File: src/rtl/obc_pkg.sv
package obc_pkg;

    // Control states of the clamp loop sequencer
    typedef enum logic [1:0] {
        ST_OFF     = 2'd0,
        ST_COLLECT = 2'd1,
        ST_DIVIDE  = 2'd2,
        ST_APPLY   = 2'd3
    } obc_state_t;

endpackage

File: src/rtl/obc_accum.sv
module obc_accum #(
    parameter int ERR_W = 15,
    parameter int CNT_W = 10,
    parameter int SUM_W = ERR_W + CNT_W
) (
    input  logic                    clk,
    input  logic                    rst_n,
    input  logic                    clear_i,
    input  logic                    sample_i,
    input  logic signed [ERR_W-1:0] err_i,
    output logic signed [SUM_W-1:0] sum_o,
    output logic [CNT_W-1:0]        cnt_o
);

    logic signed [SUM_W-1:0] sum_q;
    logic [CNT_W-1:0]        cnt_q;
    logic signed [SUM_W-1:0] err_ext;
    logic                    full;
    logic                    take;

    always_comb begin
        err_ext = {{(SUM_W-ERR_W){err_i[ERR_W-1]}}, err_i};
        full    = (cnt_q == {CNT_W{1'b1}});
        take    = sample_i && !full;
    end

    always_ff @(posedge clk or negedge rst_n) begin
        if (!rst_n) begin
            sum_q <= '0;
            cnt_q <= '0;
        end else if (clear_i) begin
            sum_q <= sample_i ? err_ext : '0;
            cnt_q <= sample_i ? CNT_W'(1) : '0;
        end else if (take) begin
            sum_q <= sum_q + err_ext;
            cnt_q <= cnt_q + CNT_W'(1);
        end
    end

    assign sum_o = sum_q;
    assign cnt_o = cnt_q;

endmodule

File: src/rtl/obc_divider.sv
module obc_divider #(
    parameter int NUM_W = 25,
    parameter int DEN_W = 10,
    parameter int QUO_W = 15
) (
    input  logic             clk,
    input  logic             rst_n,
    input  logic             start_i,
    input  logic [NUM_W-1:0] num_i,
    input  logic [DEN_W-1:0] den_i,
    output logic             done_o,
    output logic [QUO_W-1:0] quo_o
);

    localparam int ITER_W = $clog2(NUM_W + 1);

    logic [DEN_W:0]    rem_q;
    logic [NUM_W-1:0]  quo_q;
    logic [DEN_W-1:0]  den_q;
    logic [ITER_W-1:0] iter_q;
    logic              done_q;

    logic [DEN_W:0]    rem_sh;
    logic [DEN_W:0]    rem_nx;
    logic              ge;

    // One restoring step per clock, most significant dividend bit first
    always_comb begin
        rem_sh = {rem_q[DEN_W-1:0], quo_q[NUM_W-1]};
        ge     = (rem_sh >= {1'b0, den_q});
        rem_nx = ge ? (rem_sh - {1'b0, den_q}) : rem_sh;
    end

    always_ff @(posedge clk or negedge rst_n) begin
        if (!rst_n) begin
            rem_q  <= '0;
            quo_q  <= '0;
            den_q  <= '0;
            iter_q <= '0;
            done_q <= 1'b0;
        end else if (start_i) begin
            rem_q  <= '0;
            quo_q  <= num_i;
            den_q  <= den_i;
            iter_q <= ITER_W'(NUM_W);
            done_q <= 1'b0;
        end else if (iter_q != '0) begin
            rem_q  <= rem_nx;
            quo_q  <= {quo_q[NUM_W-2:0], ge};
            iter_q <= iter_q - ITER_W'(1);
            done_q <= (iter_q == ITER_W'(1));
        end else begin
            done_q <= 1'b0;
        end
    end

    assign done_o = done_q;
    assign quo_o  = quo_q[QUO_W-1:0];

endmodule

File: src/rtl/obc_filter.sv
module obc_filter #(
    parameter int ERR_W   = 15,
    parameter int DAC_W   = 10,
    parameter int SHIFT_W = 3
) (
    input  logic [DAC_W-1:0]        corr_i,
    input  logic signed [ERR_W-1:0] err_i,
    input  logic [SHIFT_W-1:0]      shift_i,
    output logic [DAC_W-1:0]        corr_o
);

    localparam int WIDE_W = ((ERR_W > DAC_W) ? ERR_W : DAC_W) + 2;
    localparam logic signed [WIDE_W-1:0] CODE_MAX =
        {{(WIDE_W-DAC_W){1'b0}}, {DAC_W{1'b1}}};

    logic signed [ERR_W-1:0]  step;
    logic signed [WIDE_W-1:0] corr_ext;
    logic signed [WIDE_W-1:0] step_ext;
    logic signed [WIDE_W-1:0] total;

    always_comb begin
        step     = err_i >>> shift_i;
        corr_ext = {{(WIDE_W-DAC_W){1'b0}}, corr_i};
        step_ext = {{(WIDE_W-ERR_W){step[ERR_W-1]}}, step};
        total    = corr_ext + step_ext;
        if (total < 0) begin
            corr_o = '0;
        end else if (total > CODE_MAX) begin
            corr_o = {DAC_W{1'b1}};
        end else begin
            corr_o = total[DAC_W-1:0];
        end
    end

endmodule

File: src/rtl/obc_clamp_loop.sv
module obc_clamp_loop
    import obc_pkg::*;
#(
    parameter int SAMPLE_W = 12,
    parameter int TARGET_W = 10,
    parameter int CNT_W    = 10,
    parameter int RATE_W   = 4,
    parameter int SHIFT_W  = 3
) (
    input  logic                clk,
    input  logic                rst_n,
    input  logic                loop_en,
    input  logic                pix_valid,
    input  logic [SAMPLE_W-1:0] pix_data,
    input  logic                ob_window,
    input  logic                line_start,
    input  logic [TARGET_W-1:0] target_code,
    input  logic [SHIFT_W-1:0]  filt_shift,
    input  logic [RATE_W-1:0]   rate_div,
    output logic [TARGET_W-1:0] dac_code,
    output logic                dac_updated
);

    localparam int ERR_W = SAMPLE_W + 3;
    localparam int SUM_W = ERR_W + CNT_W;
    localparam int DAC_W = TARGET_W;

    obc_state_t state_q, state_d;

    logic signed [ERR_W-1:0] err_c;
    logic                    in_win;
    logic [RATE_W-1:0]       lc_q;
    logic                    period_end;
    logic                    acc_clear;
    logic signed [SUM_W-1:0] sum_w;
    logic [CNT_W-1:0]        cnt_w;
    logic [SUM_W-1:0]        sum_mag;
    logic                    div_start;
    logic                    div_done;
    logic [ERR_W-1:0]        quo_w;
    logic                    neg_q;
    logic signed [ERR_W-1:0] line_err;
    logic [DAC_W-1:0]        corr_q;
    logic [DAC_W-1:0]        corr_next;
    logic                    load_corr;
    logic                    upd_q;

    // Per-sample error in quarter-LSB units
    always_comb begin
        err_c  = $signed({1'b0, pix_data, 2'b00})
               - $signed({{(ERR_W-TARGET_W){1'b0}}, target_code});
        in_win = loop_en && pix_valid && ob_window;
    end

    // Line counter marking the end of each update period
    always_comb begin
        period_end = loop_en && line_start && (lc_q >= rate_div);
        acc_clear  = !loop_en || period_end;
    end

    always_ff @(posedge clk or negedge rst_n) begin
        if (!rst_n) begin
            lc_q <= '0;
        end else if (!loop_en) begin
            lc_q <= '0;
        end else if (line_start) begin
            lc_q <= period_end ? '0 : lc_q + RATE_W'(1);
        end
    end

    obc_accum #(
        .ERR_W (ERR_W),
        .CNT_W (CNT_W),
        .SUM_W (SUM_W)
    ) u_accum (
        .clk      (clk),
        .rst_n    (rst_n),
        .clear_i  (acc_clear),
        .sample_i (in_win),
        .err_i    (err_c),
        .sum_o    (sum_w),
        .cnt_o    (cnt_w)
    );

    always_comb begin
        sum_mag = sum_w[SUM_W-1] ? SUM_W'(-sum_w) : SUM_W'(sum_w);
    end

    obc_divider #(
        .NUM_W (SUM_W),
        .DEN_W (CNT_W),
        .QUO_W (ERR_W)
    ) u_div (
        .clk     (clk),
        .rst_n   (rst_n),
        .start_i (div_start),
        .num_i   (sum_mag),
        .den_i   (cnt_w),
        .done_o  (div_done),
        .quo_o   (quo_w)
    );

    // Sign of the sum is held while the divider works on its magnitude
    always_ff @(posedge clk or negedge rst_n) begin
        if (!rst_n) begin
            neg_q <= 1'b0;
        end else if (div_start) begin
            neg_q <= sum_w[SUM_W-1];
        end
    end

    always_comb begin
        line_err = neg_q ? -$signed(quo_w) : $signed(quo_w);
    end

    obc_filter #(
        .ERR_W   (ERR_W),
        .DAC_W   (DAC_W),
        .SHIFT_W (SHIFT_W)
    ) u_filt (
        .corr_i  (corr_q),
        .err_i   (line_err),
        .shift_i (filt_shift),
        .corr_o  (corr_next)
    );

    // State register
    always_ff @(posedge clk or negedge rst_n) begin
        if (!rst_n) begin
            state_q <= ST_OFF;
        end else begin
            state_q <= state_d;
        end
    end

    // Next-state logic
    always_comb begin
        state_d = state_q;
        unique case (state_q)
            ST_OFF: begin
                if (loop_en) state_d = ST_COLLECT;
            end
            ST_COLLECT: begin
                if (!loop_en) begin
                    state_d = ST_OFF;
                end else if (period_end && (cnt_w != '0)) begin
                    state_d = ST_DIVIDE;
                end
            end
            ST_DIVIDE: begin
                if (!loop_en) begin
                    state_d = ST_OFF;
                end else if (div_done) begin
                    state_d = ST_APPLY;
                end
            end
            ST_APPLY: begin
                state_d = loop_en ? ST_COLLECT : ST_OFF;
            end
        endcase
    end

    // Control outputs of the sequencer
    always_comb begin
        div_start = 1'b0;
        load_corr = 1'b0;
        unique case (state_q)
            ST_OFF:     ;
            ST_COLLECT: div_start = loop_en && period_end && (cnt_w != '0);
            ST_DIVIDE:  ;
            ST_APPLY:   load_corr = loop_en;
        endcase
    end

    always_ff @(posedge clk or negedge rst_n) begin
        if (!rst_n) begin
            corr_q <= '0;
            upd_q  <= 1'b0;
        end else begin
            upd_q <= load_corr;
            if (!loop_en) begin
                corr_q <= target_code;
            end else if (load_corr) begin
                corr_q <= corr_next;
            end
        end
    end

    assign dac_code    = corr_q;
    assign dac_updated = upd_q;

endmodule

File: config.mk
export PLATFORM = sky130hd
export DESIGN_NAME = obc_clamp_loop
export DESIGN_NICKNAME = d
export VERILOG_FILES = /design/src/rtl/obc_pkg.sv /design/src/rtl/obc_accum.sv /design/src/rtl/obc_divider.sv /design/src/rtl/obc_filter.sv /design/src/rtl/obc_clamp_loop.sv
export SDC_FILE = /design/constraint.sdc
export NUM_CORES = 1
export LEC_CHECK = 0
export BUFFER_PORTS_ARGS = -buffer_cell sky130_fd_sc_hd__buf_2
export CAP_MARGIN = 0
export CORE_ASPECT_RATIO = 1.25
export CORE_MARGIN = 3
export CORE_UTILIZATION = 50
export DETAILED_ROUTE_END_ITERATION = 8
export GPL_TIMING_DRIVEN = 0
export HOLD_SLACK_MARGIN = 0.15
export PLACE_DENSITY = 0.66
export SLEW_MARGIN = 5
export SYNTH_ARGS = -nofsm -noshare
export SYNTH_HDL_FRONTEND = slang
export SYNTH_SLANG_ARGS = --single-unit
export TNS_END_PERCENT = 30
File: constraint.sdc
create_clock -name clk -period 5.2 [get_ports clk]
set_input_delay 0.26 -clock clk [delete_from_list [all_inputs] [get_ports clk]]
set_output_delay 0.26 -clock clk [all_outputs]
set_load 0.01 [all_outputs]
==> results of run 1 <==
==> what timing repair did <==
action                     in CTS  in global routing
hold buffers                    1                  0
setup endpoints to repair       0                 10
hold endpoints to repair       37                  0
gates resized for setup         0                  7
==> metrics by stage <==
| stage | area, sq um | std cells | total power [W] |
|---|---|---|---|
| CTS | 9660 | 1353 | 0.00399 |
| global placement | 9290 | 1334 | 0.00323 |
| floorplan | 8800 | 1071 | 0.00281 |
| global route | 9690 | 1353 | 0.00434 |
| finish | 9690 | 1353 | 0.00399 |
| detailed placement | 9340 | 1336 | 0.00327 |
==> how the worst max path moves through the flow <==
| stage | end | depth (start not counted) |
|---|---|---|
| floorplan | u_accum.sum_o[24] | 18 |
| global placement | u_accum.sum_o[24] | 19 |
| detailed placement | dac_code[8] | 18 |
| CTS | dac_code[8] | 18 |
| global route | dac_code[8] | 20 |
| finish | dac_code[8] | 19 |
==> worst max-delay path, cell delays in order (launching register included) <==
cell      delay, ns
dfrtp_1        0.42
inv_1          0.13
ha_1           0.18
or3b_1         0.34
clkbuf_1       0.23
o41ai_4        0.39
xnor2_1        0.18
mux4_2         0.58
nor2_1         0.13
a21oi_1        0.07
ha_1           0.32
a21oi_1        0.18
o21ai_0        0.16
a41oi_1        0.35
o21bai_1       0.15
and3_2         0.22
o32a_1         0.21
o32ai_4        0.25
nor2_1         0.13
o221ai_1       0.17
==> area by class of cell <==
type	instances	area (sq um)
Inverter	60	225
Clock inverter	7	86.3
Multi-Input combinational cell	860	5780
Sequential cell	104	2600
Buffer	47	230
Clock buffer	9	225
Tap cell	220	275
Fill cell	1619	7350
Timing Repair Buffer	46	267
==> cell families after synthesis <==
group	Yosys count	share of synthesized area (%)
adder cells (fa/ha/maj)	70	10.2
XOR/XNOR	81	8.06
flip-flops	104	29.6
multiplexers	33	4.31
buffers and inverters	107	5.16
AND/OR/NAND/NOR	355	18.7
AO/OA/AOI/OAI	321	23.9
==> synthesized netlist by cell type, types with 5 or more instances <==
master and count:
nand2_1 134, dfrtp_1 104, nor2_1 99, a21oi_1 94, o21ai_0 68, ha_1 67, inv_1 58, xnor2_1 41
xor2_1 40, clkbuf_1 36, nor3_1 23, mux2i_1 21, a21o_1 19, nand3_1 18, o31ai_1 16, a211oi_1 14
a31oi_1 14, o21a_1 14, o211ai_1 12, mux2_2 9, o221ai_1 9, nand2b_1 8, nand4_1 8, nor4_1 8
or4_1 8, a22oi_1 7, and2_1 7, o21bai_1 7, or3_1 7, and3_1 6, nor2b_1 6, o41ai_1 5
==> state kept, by name (all words and copies together), names as in the netlist, 2 cells and up <==
name	flops
dac_code	10
lc_q	4
state_q	2
u_accum.cnt_o	10
u_accum.sum_o	25
u_div.den_q	10
u_div.iter_q	5
u_div.quo_q	25
u_div.rem_q	10
==> layer usage <==
| metal | part of all wire, % | GRT usage, % | vias to the layer above |
|---|---|---|---|
| li1 | - | - | 3983 |
| met1 | 47 | 32.6 | 3775 |
| met2 | 49 | 40.5 | 112 |
| met3 | 2.4 | 2.18 | 21 |
| met4 | 1.4 | 5.54 | 0 |
| met5 | 0 | 0 | - |
==> report_power, final <==
| part | internal [W] | switching, W |
|---|---|---|
| Clock | 0.000346 | 0.000363 |
| Combinational | 0.000890 | 0.00114 |
| Sequential | 0.00101 | 0.000232 |
==> impl_metrics.csv, run 1 <==
group,metric,value,unit
synth,synth_seq_area_share,29.6,%
route,wire_per_inst,16.9,um
final_layout,final_layout_size_suffix_gt1_share,9.71,%
critical_path,cp-end-kind,"flop",
route,via_count,7891,
synth,ys_ff_latch,104,
timing,finalHoldViolCount,0,
grt,grt-ovfl-total,0,
clock_network,clkTransAtPathRegs,0.08,ns
critical_path,crit_type,"reg2reg",
timing,setup_ws,0.350,ns
final_layout,antenna_cells,0,
power_and_ir_drop,peakVddDrop,0.228,mV
route,viasPerCell,5.83,
floorplan,die_h,154,um
worst_hold_path,min_path_cells,3,
clock_network,htreeDepth,3,
clock_network,numCtsBuffers,9,
critical_path,r2r_setup_slack,0.35,ns
clock_network,clockBufferDepth,2,
grt,grt_pass1_vias,7578,
timing,timing.hold.ws,0.199,ns
grt,grt_usage,23.7,%
clock_network,post_cts_buffers,0,
worst_hold_path,whs_endpoint,"u_accum.sum_o[0]",
synth,yosysWarnings,0,
route,ant_nets,0,
placed_design,dp_slack,0.273,ns
placed_design,place_congestion,0.852,
synth,synth_edf_count,0,
synth,synth_top_area_share,29.6,%
timing,maxSlewViolCount,0,
critical_path,crit_fanout,8,
synth,ys_top_cells_by_area,"dfrtp_1 30%, ha_1 9.5%, nand2_1 5.7%, a21oi_1 5.3%, nor2_1 4.2%",
timing,timing.setup.tns,0,ns
clock_network,tritoncts,"yes",
route,wl,22.8,mm
synth,synth_top_cell_by_area,"dfrtp_1",
critical_path,worstPathArrival,5.13,ns
critical_path,reg2reg_depth,19,
worst_hold_path,holdCritStartpoint,"target_code[0]",
grt,grt_pass1_wl,38.0,mm
critical_path,crit_path_start_kind,"flop",
timing,finalClockSkew,0.0103,ns
final_layout,finalNetCount,1233,
placed_design,hpwl,17.7,mm
critical_path,r2r_start,"u_div.quo_q[1]",
clock_network,root_buffer,"clkbuf_16",
synth,synth_ff_type,"dfrtp_1",
timing,setup_viol_count_final,0,
critical_path,setup.worst_path.start,"u_div.quo_q[1]",
final_layout,final_common_cell,"nand2_1",
worst_hold_path,min_path_type,"in2reg",
route,drc_errors,0,
final_layout,syn2layout_area_growth,10.1,%
floorplan,dieArea,0.0192,sq mm
timing,finalCritPeriodShare,93.3,%
timing,worst_pin_slew,1.05,ns
synth,postSynth.asyncResetShare,100,%
power_and_ir_drop,p_leak,4.38,nW
floorplan,die_w,125,um
floorplan,io-pin-count,46,
critical_path,r2r_end,"dac_code[8]",
route,dr.pass1.iters,5,
clock_network,clock_latency,0.36,ns
route,drt_iter0_markers,461,
clock_network,cts_num_sinks,104,
floorplan,rows,53,
synth,netlist_instances,1071,
final_layout,fin_util,56.9,%
run_status,status,"complete, no violations",
grt,antenna_found_initial,0,
timing,timing.fmax,0.206,GHz
timing,slew-limit-headroom,29.2,%
synth,ys_types,78,
timing,period_needed,4.85,ns
synth,avgSynthCellArea,8.22,sq um
final_layout,layout_common_cells,"134 x nand2_1, 104 x dfrtp_1, 99 x nor2_1",
placed_design,port-buffer-count,43,
run,drv_cap,0,
floorplan,core,0.0170,sq mm
critical_path,critPathRequiredTime,5.48,ns
grt,grt_max_degree,84,
synth,synth.net_count,1176,
synth,syn_area,0.00880,sq mm
power_and_ir_drop,cellPowerDensity,412,mW/mm^2
floorplan,initial_utilization,51.6,%
Note: power is estimated with default switching activity, not from simulation.
==> run 2: changes to the inputs <==
- ABC_AREA: unset -> 1
==> impl_metrics.csv, run 2 <==
group,metric,value,unit
run_status,status,"complete, no violations",
critical_path,critPathRequiredTime,5.45,ns
placed_design,dp.cells,1478,
placed_design,port-buffer-count,42,
timing,timing.fmax,0.239,GHz
timing,timing.hold.ws,0.200,ns
final_layout,final_common_cell,"nand2_1",
route,drt_iter0_markers,491,
timing,maxSlewViolCount,0,
synth,synth_edf_count,0,
floorplan,core,0.0169,sq mm
critical_path,crit_type,"in2reg",
synth,synth_ff_type,"dfrtp_1",
route,drc_errors,0,
clock_network,clockBufferDepth,2,
synth,avgSynthCellArea,7.12,sq um
synth,synth_most_common_cell,"nand2_1",
clock_network,numCtsBuffers,9,
floorplan,initial_utilization,51.1,%
placed_design,hpwl,18.1,mm
final_layout,final_layout_size_suffix_gt1_share,8.08,%
synth,postSynth.asyncResetShare,100,%
timing,period_needed,4.19,ns
final_layout,finalNetCount,1375,
final_layout,regArea,0.00260,sq mm
grt,grt_max_degree,71,
power_and_ir_drop,seqPwrFrac,29.3,%
synth,synth_top_cell_by_area,"dfrtp_1",
power_and_ir_drop,p_leak,4.58,nW
power_and_ir_drop,power_switching_share,47.8,%
timing,finalClockSkew,0.0117,ns
grt,antenna_found_initial,1,
critical_path,crit_fanout,5,
synth,syn_area,0.00865,sq mm
floorplan,io-pin-count,46,
final_layout,filler_cell_count,1715,
route,wl,22.6,mm
power_and_ir_drop,intPower,0.00238,W
route,ant_nets,0,
critical_path,worstPathArrival,4.44,ns
power_and_ir_drop,p_total,0.00456,W
synth,synth.net_count,1320,
route,viasPerCell,5.50,
clock_network,clock_latency,0.37,ns
power_and_ir_drop,cellPowerDensity,481,mW/mm^2
grt,grt_usage,24.9,%
final_layout,syn2layout_area_growth,9.59,%
placed_design,place_congestion,0.882,
synth,synthTopCellsByCount,"263 x nand2_1, 141 x inv_1, 115 x o21ai_0",
timing,slew-limit-headroom,50.8,%
clock_network,tritoncts,"yes",
final_layout,multiInputGateArea,0.00535,sq mm
grt,grt_pass1_vias,7705,
grt,grt_pass1_wl,38.0,mm
timing,worst_pin_slew,0.738,ns
power_and_ir_drop,peakVddDrop,0.181,mV
route,via_count,8226,
floorplan,die_h,153,um
power_and_ir_drop,clkPwrFrac,15.3,%
run,drv_cap,0,
final_layout,final_cell_count_no_fill,1495,
clock_network,htreeDepth,3,
timing,timing.setup.tns,0,ns
route,wire_per_inst,15.1,um
floorplan,rows,53,
synth,synth_top_area_share,30.1,%
synth,ys_ff_latch,104,
timing,finalCritPeriodShare,80.6,%
final_layout,layout_common_cells,"263 x nand2_1, 141 x inv_1, 115 x o21ai_0",
timing,rsz0062_at_grt,"no",
timing,setup_ws,1.01,ns
placed_design,dp_slack,0.671,ns
timing,finalHoldViolCount,0,
timing,setup_viol_count_final,0,
synth,synth_seq_area_share,30.1,%
route,dr.pass1.iters,5,
worst_hold_path,min_path_type,"in2reg",
power_and_ir_drop,comb_power_share,55.4,%
synth,yosysWarnings,0,
power_and_ir_drop,switchingPower,0.00218,W
synth,ys_types,50,
critical_path,cp-end-kind,"flop",
grt,grt-ovfl-total,0,
floorplan,dieArea,0.0189,sq mm
synth,netlist_instances,1215,
clock_network,root_buffer,"clkbuf_16",
clock_network,cts-resized-gates,0,
clock_network,clkTransAtPathRegs,0.08,ns
final_layout,antenna_cells,0,
critical_path,crit_path_start_kind,"input pin",
clock_network,cts_num_sinks,104,
floorplan,die_w,124,um
synth,ys_top_cells_by_area,"dfrtp_1 30%, nand2_1 11%, ha_1 9.7%, o21ai_0 6.7%, inv_1 6.1%",
==> run 2: final timing paths <==
| check | start | end | slack, ns | depth (start not counted) |
|---|---|---|---|---|
| setup / recovery | target_code[2] | u_accum.sum_o[21] | 1.01 | 24 |
| hold / removal | line_start | lc_q[0] | 0.20 | 3 |
| setup reg to reg | u_div.quo_q[0] | dac_code[8] | 1.22 | 28 |
| hold reg to reg | u_div.den_q[3] | u_div.den_q[3] | 0.49 | 2 |
| max in group asynchronous | rst_n | u_div.rem_q[6] | 4.15 | 3 |
| min in group asynchronous | rst_n | dac_code[8] | 0.36 | 2 |
==> run 2: power by group through the flow <==
stage	Combinational, W	Sequential, W	Clock, W
floorplan	0.00198	0.00128	0
global placement	0.00247	0.00134	0
detailed placement	0.00251	0.00135	0
CTS	0.00253	0.00133	0.000706
global route	0.00290	0.00138	0.000740
finish	0.00252	0.00134	0.000697
==> run 2: cells by family after synthesis <==
family | synth area share [%]
fa+ha+maj | 10.4
simple gates | 26.3
flops | 30.1
buf+inv | 8.07
mux | 0.231
compound gates | 18.6
xor+xnor | 6.38
==> run 2: area by class of cell <==
| cell class | count | area share [%] |
|---|---|---|
| tap | 220 | 2.90 |
| clock buffer | 9 | 2.38 |
| timing repair buffer | 44 | 2.68 |
| multi-input combinational | 929 | 56.4 |
| inverter | 147 | 5.82 |
| clock inverter | 7 | 0.792 |
| sequential | 104 | 27.5 |
| buffer | 35 | 1.54 |
==> run 2: per-stage QoR <==
stage | util, % | cell area, sq um
finish | 56.0 | 9480
global route | 56.0 | 9480
CTS | 56.0 | 9480
detailed placement | 54.2 | 9170
global placement | 54.0 | 9130
floorplan | - | 8650
==> run 2: routing by layer <==
| layer | global-route usage (%) | vias up | wire length (um) |
|---|---|---|---|
| met3 | 4.59 | 26 | 957 |
| li1 | - | 4207 | - |
| met1 | 34.5 | 3847 | 10300 |
| met2 | 40.5 | 144 | 11000 |
| met5 | 0 | - | 13 |
| met4 | 5.59 | 2 | 344 |
==> run 2: repair_timing <==
action / in CTS / in global routing
setup buffers: 0 / 0
hold buffers: 1 / 0
hold endpoints to repair: 34 / 0
endpoints found under the setup margin: 0 / 0
==> run 2: worst max-delay path, cell delays in order <==
cell and delay, ns:
buf_2 0.07, inv_1 0.05, ha_1 0.31, a31oi_1 0.25, o21ai_0 0.11, a21oi_1 0.21, nor2_1 0.06, a21boi_0 0.30
o21ai_0 0.19, nand2_1 0.15, nand2_1 0.08, xor2_1 0.17, ha_1 0.37, nand2_1 0.12, nor2_1 0.17, nand4_1 0.09
o21ai_0 0.40, a21oi_1 0.19, o21ai_0 0.41, nand3_1 0.17, nand3_1 0.11, nand2_1 0.05, nand3_1 0.06, a22oi_1 0.07
